File: src/rtl/cfg_dma_engine.sv
module cfg_dma_engine #(
  parameter logic [63:0] SIGNATURE = 64'h4346_4744_4D41_5F31
) (
  input  logic        clk,
  input  logic        rst_n,
  input  logic        db_we,
  input  logic [2:0]  db_off,
  input  logic [3:0]  db_sz,
  input  logic [63:0] db_wdata,
  output logic [63:0] db_rdata,
  output logic        busy,
  output logic        itm_sel,
  output logic [15:0] itm_key,
  input  logic [31:0] itm_avail,
  input  logic [7:0]  itm_data,
  output logic        itm_adv,
  output logic [31:0] itm_adv_cnt,
  output logic        mem_req,
  output logic        mem_we,
  output logic        mem_word,
  output logic [63:0] mem_addr,
  output logic [31:0] mem_wdata,
  input  logic        mem_ack,
  input  logic        mem_err,
  input  logic [31:0] mem_rdata
);
  typedef enum logic [2:0] {S_IDLE, S_FETCH, S_SEL, S_MOVE, S_STAT} st_t;

  st_t         st;
  logic [63:0] pend, base, taddr;
  logic [31:0] ctrl, rem;
  logic [1:0]  idx;
  logic        fail;

  wire hi_wr = db_we && !busy && db_sz == 4'd4 && db_off == 3'd0;
  wire go_lo = db_we && !busy && db_sz == 4'd4 && db_off == 3'd4;
  wire go_wd = db_we && !busy && db_sz == 4'd8 && db_off == 3'd0;
  wire [63:0] go_addr = go_wd ? db_wdata : (pend | {32'h0, db_wdata[31:0]});

  wire mv_rd     = ctrl[1];
  wire mv_sk     = !ctrl[1] && ctrl[2];
  wire avail_nz  = itm_avail != 32'd0;
  wire moving_rd = st == S_MOVE && mv_rd && rem != 32'd0;
  wire [31:0] skip_n = (rem < itm_avail) ? rem : itm_avail;

  assign busy        = st != S_IDLE;
  assign itm_sel     = st == S_SEL;
  assign itm_key     = ctrl[31:16];
  assign itm_adv     = (st == S_MOVE && mv_sk && rem != 32'd0 && avail_nz) ||
                       (moving_rd && mem_ack && !mem_err && avail_nz);
  assign itm_adv_cnt = moving_rd ? 32'd1 : skip_n;
  assign mem_req     = st == S_FETCH || st == S_STAT || moving_rd;
  assign mem_we      = st == S_STAT || moving_rd;
  assign mem_word    = !moving_rd;
  assign mem_addr    = (st == S_MOVE) ? taddr :
                       (st == S_STAT) ? base : base + {60'h0, idx, 2'b00};
  assign mem_wdata   = (st == S_STAT) ? {31'h0, fail} :
                       {24'h0, avail_nz ? itm_data : 8'h00};

  always_comb begin
    int o, s;
    o = int'(db_off);
    s = int'(db_sz);
    db_rdata = 64'h0;
    if ((s == 1 || s == 2 || s == 4 || s == 8) && o + s <= 8) begin
      db_rdata = SIGNATURE >> ((8 - o - s) * 8);
      if (s != 8) db_rdata = db_rdata & ((64'd1 << (s * 8)) - 64'd1);
    end
  end

  always_ff @(posedge clk) begin
    if (!rst_n) begin
      st    <= S_IDLE;
      pend  <= '0;
      base  <= '0;
      taddr <= '0;
      ctrl  <= '0;
      rem   <= '0;
      idx   <= '0;
      fail  <= 1'b0;
    end else begin
      case (st)
        S_IDLE: begin
          if (hi_wr) pend <= {db_wdata[31:0], 32'h0};
          if (go_lo || go_wd) begin
            base <= go_addr;
            pend <= '0;
            idx  <= '0;
            fail <= 1'b0;
            st   <= S_FETCH;
          end
        end
        S_FETCH: if (mem_ack) begin
          if (mem_err) begin
            fail <= 1'b1;
            st   <= S_STAT;
          end else begin
            case (idx)
              2'd0: ctrl <= mem_rdata;
              2'd1: rem  <= mem_rdata;
              2'd2: taddr[63:32] <= mem_rdata;
              default: taddr[31:0] <= mem_rdata;
            endcase
            idx <= idx + 2'd1;
            if (idx == 2'd3) st <= ctrl[3] ? S_SEL : S_MOVE;
          end
        end
        S_SEL: st <= S_MOVE;
        S_MOVE: begin
          if ((!mv_rd && !mv_sk) || rem == 32'd0) st <= S_STAT;
          else if (mv_sk) rem <= 32'd0;
          else if (mem_ack) begin
            if (mem_err) begin
              fail <= 1'b1;
              st   <= S_STAT;
            end else begin
              rem   <= rem - 32'd1;
              taddr <= taddr + 64'd1;
            end
          end
        end
        S_STAT: if (mem_ack) st <= S_IDLE;
        default: st <= S_IDLE;
      endcase
    end
  end
endmodule

File: config.mk
export PLATFORM = sky130hd
export DESIGN_NAME = cfg_dma_engine
export DESIGN_NICKNAME = d
export VERILOG_FILES = /design/src/rtl/cfg_dma_engine.sv
export SDC_FILE = /design/constraint.sdc
export NUM_CORES = 1
export LEC_CHECK = 0
export ABC_CLOCK_PERIOD_IN_PS = 13400
export CELL_PAD_IN_SITES_DETAIL_PLACEMENT = 0
export CELL_PAD_IN_SITES_GLOBAL_PLACEMENT = 2
export CORE_MARGIN = 3
export CORE_UTILIZATION = 31
export CTS_CLUSTER_DIAMETER = 60
export DETAILED_ROUTE_END_ITERATION = 16
export PLACE_DENSITY = 0.92
export SLEW_MARGIN = 20
export SYNTH_ARGS = -nofsm -noshare
export SYNTH_HDL_FRONTEND = slang
export SYNTH_SLANG_ARGS = --single-unit
File: constraint.sdc
create_clock -name clk -period 13.4 [get_ports clk]
set_input_delay 3.35 -clock clk [delete_from_list [all_inputs] [get_ports clk]]
set_output_delay 3.35 -clock clk [all_outputs]
set_load 0.005 [all_outputs]
==> results of run 1 <==
-- cell families (layout without fill, tap and decap cells) --
group           count (synthesis)  count (layout)  synth area share (%)
xor+xnor                       63              63                  3.45
mux                            64              64                  4.00
compound gates                583             583                  23.0
buf+inv                       305             464                  9.53
fa+ha+maj                      53              53                  4.28
flops                         217             217                  27.1
simple gates                  954             954                  28.6
other cells                     1              51                0.0234
-- through the flow --
stage | instance area (um^2) | power [mW] | instances | hold slack, ps
final | 20100 | 1.58 | 3121 | 453
after floorplan | 16200 | 0.747 | 2289 | 437
after global placement | 19100 | 0.830 | 3067 | 443
after CTS | 20100 | 1.59 | 3120 | 456
after global routing | 20100 | 1.63 | 3120 | 477
after detailed placement | 19100 | 0.829 | 3067 | 448
-- where the power goes --
group          internal (mW)  total, mW  switching (mW)
clock                  0.450      0.767           0.317
sequential             0.647      0.649         0.00215
combinational         0.0716      0.168          0.0960
-- cells in the final DEF (no fill, tap or decap), types with 11 or more instances in the layout --
cell and count:
conb_1 50, buf_4 19, dfxtp_1 217, nand4_1 54
a21o_1 17, o31ai_1 19, or3_1 20, and3_1 31
xor2_1 22, clkbuf_16 29, nor2_1 216, mux2i_1 64
and4_1 16, o22ai_1 11, a21oi_1 201, a31oi_1 23
nor4_1 42, nand2_1 362, and2_1 14, a22oi_1 33
o21ai_0 69, a211oi_1 45, nand3_1 75, inv_1 76
o21a_1 18, o21ai_1 58, xnor2_1 41, ha_1 50
nor3_1 56, clkdlybuf4s50_1 310
-- layer usage --
metal / share of wire, % / track usage [%] / wire (um)
met5: 0 / 0 / 0
met4: 2.6 / 5.47 / 1690
met3: 7.4 / 3.02 / 4750
met2: 45 / 35.9 / 29100
met1: 45 / 32.0 / 28800
-- registers in the layout, indices dropped and copies added, names as in the netlist --
| signal | cells |
|---|---|
| rem | 32 |
| idx | 2 |
| pend | 32 |
| base | 64 |
| st | 3 |
| ctrl | 19 |
| taddr | 64 |
| fail | 1 |
-- worst paths after layout --
kind / from / slack [ps] / to
min: ctrl[16] / 450 / ctrl[16]
max reg2reg: st[1] / 9640 / taddr[13]
max: db_sz[1] / 2270 / db_rdata[10]
min reg2reg: ctrl[16] / 450 / ctrl[16]
-- Yosys cell counts (6+ instances only) --
cell type	number
buf_1	15
a31oi_1	24
a21o_1	17
mux2i_1	64
o31ai_1	20
buf_2	18
and3_1	31
a21oi_1	201
nand2_1	362
xor2_1	22
a211oi_1	45
inv_1	76
o22ai_1	11
and2_1	14
xnor2_1	41
nor3_2	7
o21ai_0	69
nor3_1	56
o21ai_1	58
dfxtp_1	217
nand3_1	76
nand4_1	54
buf_4	80
nor4_1	42
o211ai_1	8
or4_1	9
o221a_1	6
nor2_1	218
ha_1	50
a22oi_1	33
o21a_1	18
clkbuf_1	106
and4_1	16
or3_1	20
o31a_1	9
o221ai_1	6
nor2b_1	8
-- cell type report --
type | instances | area (um^2)
Antenna cell | 1 | 2.50
Clock buffer | 40 | 787
Clock inverter | 13 | 138
Fill cell | 5274 | 30500
Inverter | 80 | 303
Multi-Input combinational cell | 1767 | 10400
Sequential cell | 217 | 4340
Tap cell | 672 | 841
Timing Repair Buffer | 331 | 3260
-- worst min-delay path, cell delays in order (launching register included) --
cell and delay (ps):
dfxtp_1 310, nand2_1 50, a21oi_1 50
==> results.cfg, run 1 <==
[clock_network]
clkSinkCount = 217
cts_resized = 0
cts_buffers = 29
post-cts-setup-buffer-count = 0
clk_path_buf_depth = 3
cts_hold_buf = 0
clk_pin_slew_worst_paths_ps = 60
h-tree-depth = 1
cts_tree = done
clockRootBuffer = clkbuf_16
clock_latency_ps = 570

[yosys]
synthTopCellsByArea = dfxtp_1, nand2_1, a21oi_1
async_reset_ff_share_pct = 0
synth_area_leader_cell = dfxtp_1
netlist.area_leader.share_pct = 27.1
syn_area_mm2 = 0.0160
ys_seq_elements = 217
avgSynthCellArea_um2 = 7.15
syn_inst = 2240
ys.flop_type = dfxtp_1
yosysUniqueCellTypes = 91
ys_warn_count = 0
synth_enable_flop_cells = 0
synth-seq-area-share_pct = 27.1

[sta]
fmax_mhz = 89.8
finalSetupViolations = 0
fin_tns_setup_ps = 0
slew_violations = 0
finClkSkew_ps = 17.5
period_needed_ps = 11130
max-slew-margin-rel_pct = 27.5
worst_slack_ps = 2270
fin_crit_sh_pct = 83.1
hold_viol = 0
tightestPinTransition_ps = 1080
rsz0062_at_grt = false

[grt]
grt_max_degree = 107
gr-total-overflow = 0
grt_pass1_wl_mm = 97.0
grt_usage_pct = 22.5
grt_antenna_before_repair = 0
grt_pass1_vias = 16000

[route]
postRouteAntennaNets = 0
via_per_inst = 5.54
dr_total_vias = 17300
dr.pass1.iters = 6
wirelength_mm = 64.3
drcViolationCount = 0
drt_first_iter_violations = 1426
wl_per_cell_um = 20.6

[floorplan]
fp.dieArea_mm2 = 0.0544
io_pins = 362
fp.dieW_um = 233
die_h_um = 233
rows = 82
start_util_pct = 31.7
core_area_mm2 = 0.0506

[setup_path]
rr_worst_depth = 7
cp_data_required_time_ps = 10050
critical_path_class = in2out
slowest_stage = clkdlybuf4s50_1
slowest_delay_ps = 790
end_kind = primary output
path_cells = clkdlybuf4s50_1, clkinv_1, ha_1, nor2b_1, o21a_1, or3_1, a222oi_1, nand2_1, a2111oi_0, clkdlybuf4s50_1
cp-start-kind = input port
cp_top_family = buffers and inverters
cp_num_buf_inv = 3
path_depth = 10
crit_arrival_ps = 7780
crit_top_cell = clkdlybuf4s50_1
critical_path_peak_fanout = 12

[cells_and_area]
utilization_pct = 39.7
layout-drive-gt1-share_pct = 4.78
syn2layout_area_growth_pct = 25.3
fin_nets = 2627

[placed_design]
gp_congestion = 0.891
io_buffers = 311
hpwl_mm = 48.1
dp_slack_ps = 2210

[power_and_ir_drop]
peakVddDrop_uv = 95.1
p_per_area_mw_per_mm2 = 79.0
p_leak_nw = 7.55

[flow_run]
cap_violations = 0

[worst_hold_path]
hold_depth = 2
min_path_type = reg2reg

[run_status]
status = completed
No activity file was read; power rests on OpenSTA's default activity.
==> run 2: changes to the inputs <==
--- a/config.mk
+++ b/config.mk
@@ -5,14 +5,14 @@
 export SDC_FILE = /design/constraint.sdc
 export NUM_CORES = 1
 export LEC_CHECK = 0
-export ABC_CLOCK_PERIOD_IN_PS = 13400
+export ABC_CLOCK_PERIOD_IN_PS = 9640
 export CELL_PAD_IN_SITES_DETAIL_PLACEMENT = 0
 export CELL_PAD_IN_SITES_GLOBAL_PLACEMENT = 2
 export CORE_MARGIN = 3
-export CORE_UTILIZATION = 31
+export CORE_UTILIZATION = 26
 export CTS_CLUSTER_DIAMETER = 60
 export DETAILED_ROUTE_END_ITERATION = 16
-export PLACE_DENSITY = 0.92
+export PLACE_DENSITY = 0.83
 export SLEW_MARGIN = 20
 export SYNTH_ARGS = -nofsm -noshare
 export SYNTH_HDL_FRONTEND = slang
==> constraint.sdc (replaced) <==
create_clock -name clk -period 9.64 [get_ports clk]
set_input_delay 2.41 -clock clk [delete_from_list [all_inputs] [get_ports clk]]
set_output_delay 2.41 -clock clk [all_outputs]
set_load 0.005 [all_outputs]
==> run 2 against run 1 <==
Power is 45% higher. Cell count is 3.7% higher. Sequential power is 39% higher. Non-clock buffer count is 4 higher. Design area is 1.4% higher. Sequential cell count stayed put. Critical endpoint unchanged. Clock-buffer cell count is 3 lower. Clock skew is 2.6 ps lower. Critical path depth is 3 higher. Via count is 0.58% lower. Largest power group unchanged. Register-to-register slack worse by 3400 ps.
==> results.cfg, run 2 (synthesized netlist as in run 1, its figures left out) <==
[run_status]
status = completed

[grt]
grt_pass1_vias = 15900
grt_usage_pct = 19.7
grt_antenna_before_repair = 1
gr-usage-met3_pct = 3.92
grt_pass1_wl_mm = 99.7
grt.busiest_layer = met2
gr-total-overflow = 0
grtUsageMet1_pct = 27.5
use_met2_pct = 31.6
grt_max_degree = 117

[worst_hold_path]
min_path_type = reg2reg
hold_depth = 2

[floorplan]
fp.dieW_um = 254
rows = 90
start_util_pct = 26.4
fp.dieArea_mm2 = 0.0646
core_area_mm2 = 0.0607
die_h_um = 254
io_pins = 362

[sta]
finClkSkew_ps = 14.9
slew_violations = 0
fin_tns_setup_ps = 0
max-slew-margin-rel_pct = 28.3
hold_viol = 0
period_needed_ps = 8560
fin_crit_sh_pct = 88.8
rsz0062_at_grt = false
finalSetupViolations = 0
tightestPinTransition_ps = 1070
worst_slack_ps = 1080
fmax_mhz = 117

[power_and_ir_drop]
fin_total_pwr_mw = 2.29
peakVddDrop_uv = 105
p_leak_nw = 7.61
p_per_area_mw_per_mm2 = 113

[setup_path]
crit_top_cell = buf_4
cp_data_required_time_ps = 7230
critical_path_peak_fanout = 12
cp_num_buf_inv = 6
end_kind = primary output
path_cells = clkdlybuf4s50_1, buf_4, clkinv_1, ha_1, nor2b_1, o21a_1, or3_1, a222oi_1, buf_4, nand2_1, buf_4, a2111oi_0, clkdlybuf4s50_1
slowest_delay_ps = 590
rr_worst_depth = 9
path_depth = 13
slowest_stage = clkdlybuf4s50_1
critical_path_class = in2out
cp_top_family = buffers and inverters
crit_arrival_ps = 6150
cp-start-kind = input port

[clock_network]
clkSinkCount = 217
post-cts-setup-buffer-count = 0
cts_tree = done
h-tree-depth = 1
cts_hold_buf = 0
clk_pin_slew_worst_paths_ps = 50
cts_resized = 0
clk_path_buf_depth = 3
cts_buffers = 31
clockRootBuffer = clkbuf_16
clock_latency_ps = 580

[route]
dr_total_vias = 17200
drt_first_iter_violations = 1609
via_per_inst = 5.31
wirelength_mm = 66.9
postRouteAntennaNets = 0
wl_per_cell_um = 20.7
dr.pass1.iters = 8
drcViolationCount = 0

[cells_and_area]
fillers = 6407
layout-drive-gt1-share_pct = 5.22
fin_nets = 2633
biggestRegsByFlops = base x64, taddr x64
utilization_pct = 33.5
multi_input_area_mm2 = 0.0104
syn2layout_area_growth_pct = 27.0
final_common_cell = nand2_1
regArea_mm2 = 0.00434
layout_common_cells = nand2_1, clkdlybuf4s50_1, dfxtp_1

[placed_design]
gp_congestion = 0.881
hpwl_mm = 50.1
dp_slack_ps = 1070
io_buffers = 311

[flow_run]
cap_violations = 0
run 2: layout make-up:
cell class | count | area share [%]
multi-input combinational | 1767 | 51.1
timing repair buffer | 335 | 16.2
antenna | 3 | 0.0369
tap | 782 | 4.81
clock inverter | 17 | 0.929
sequential | 217 | 21.4
clock buffer | 37 | 4.07
inverter | 80 | 1.49
run 2: final timing paths:
path | start | endpoint | slack, ps
min reg2reg | ctrl[18] | ctrl[18] | 460
min | ctrl[18] | ctrl[18] | 460
max reg2reg | rem[0] | taddr[13] | 6260
max | db_sz[1] | db_rdata[10] | 1080
run 2: metrics by stage:
step	instance area [um^2]	instances	hold slack, ps
6_report	20300	3238	455
5_1_grt	20300	3235	481
4_1_cts	20300	3235	457
3_5_place_dp	19300	3181	450
3_3_place_gp	19300	3181	445
2_1_floorplan	16200	2289	437
run 2: power breakdown:
group	internal [mW]	leakage (nW)	total (mW)	switching, mW
combinational	0.100	5.37	0.235	0.135
sequential	0.900	1.75	0.903	0.00318
clock	0.692	0.492	1.15	0.462
run 2: routing by layer:
metal  vias up  wire length [um]
met5         -                 0
met4         0              1400
met3        70              4770
met2       668             30400
met1      8132             30400
li1       8313                 -
run 2: worst register-to-register path, cell delays in order, from the launching register on:
cell and delay [ps]:
dfxtp_1 390, inv_1 120, ha_1 230, or4b_1 660
nor3_4 240, and4_1 620, o21ai_2 340, buf_4 300
o21a_1 130, o221a_2 230
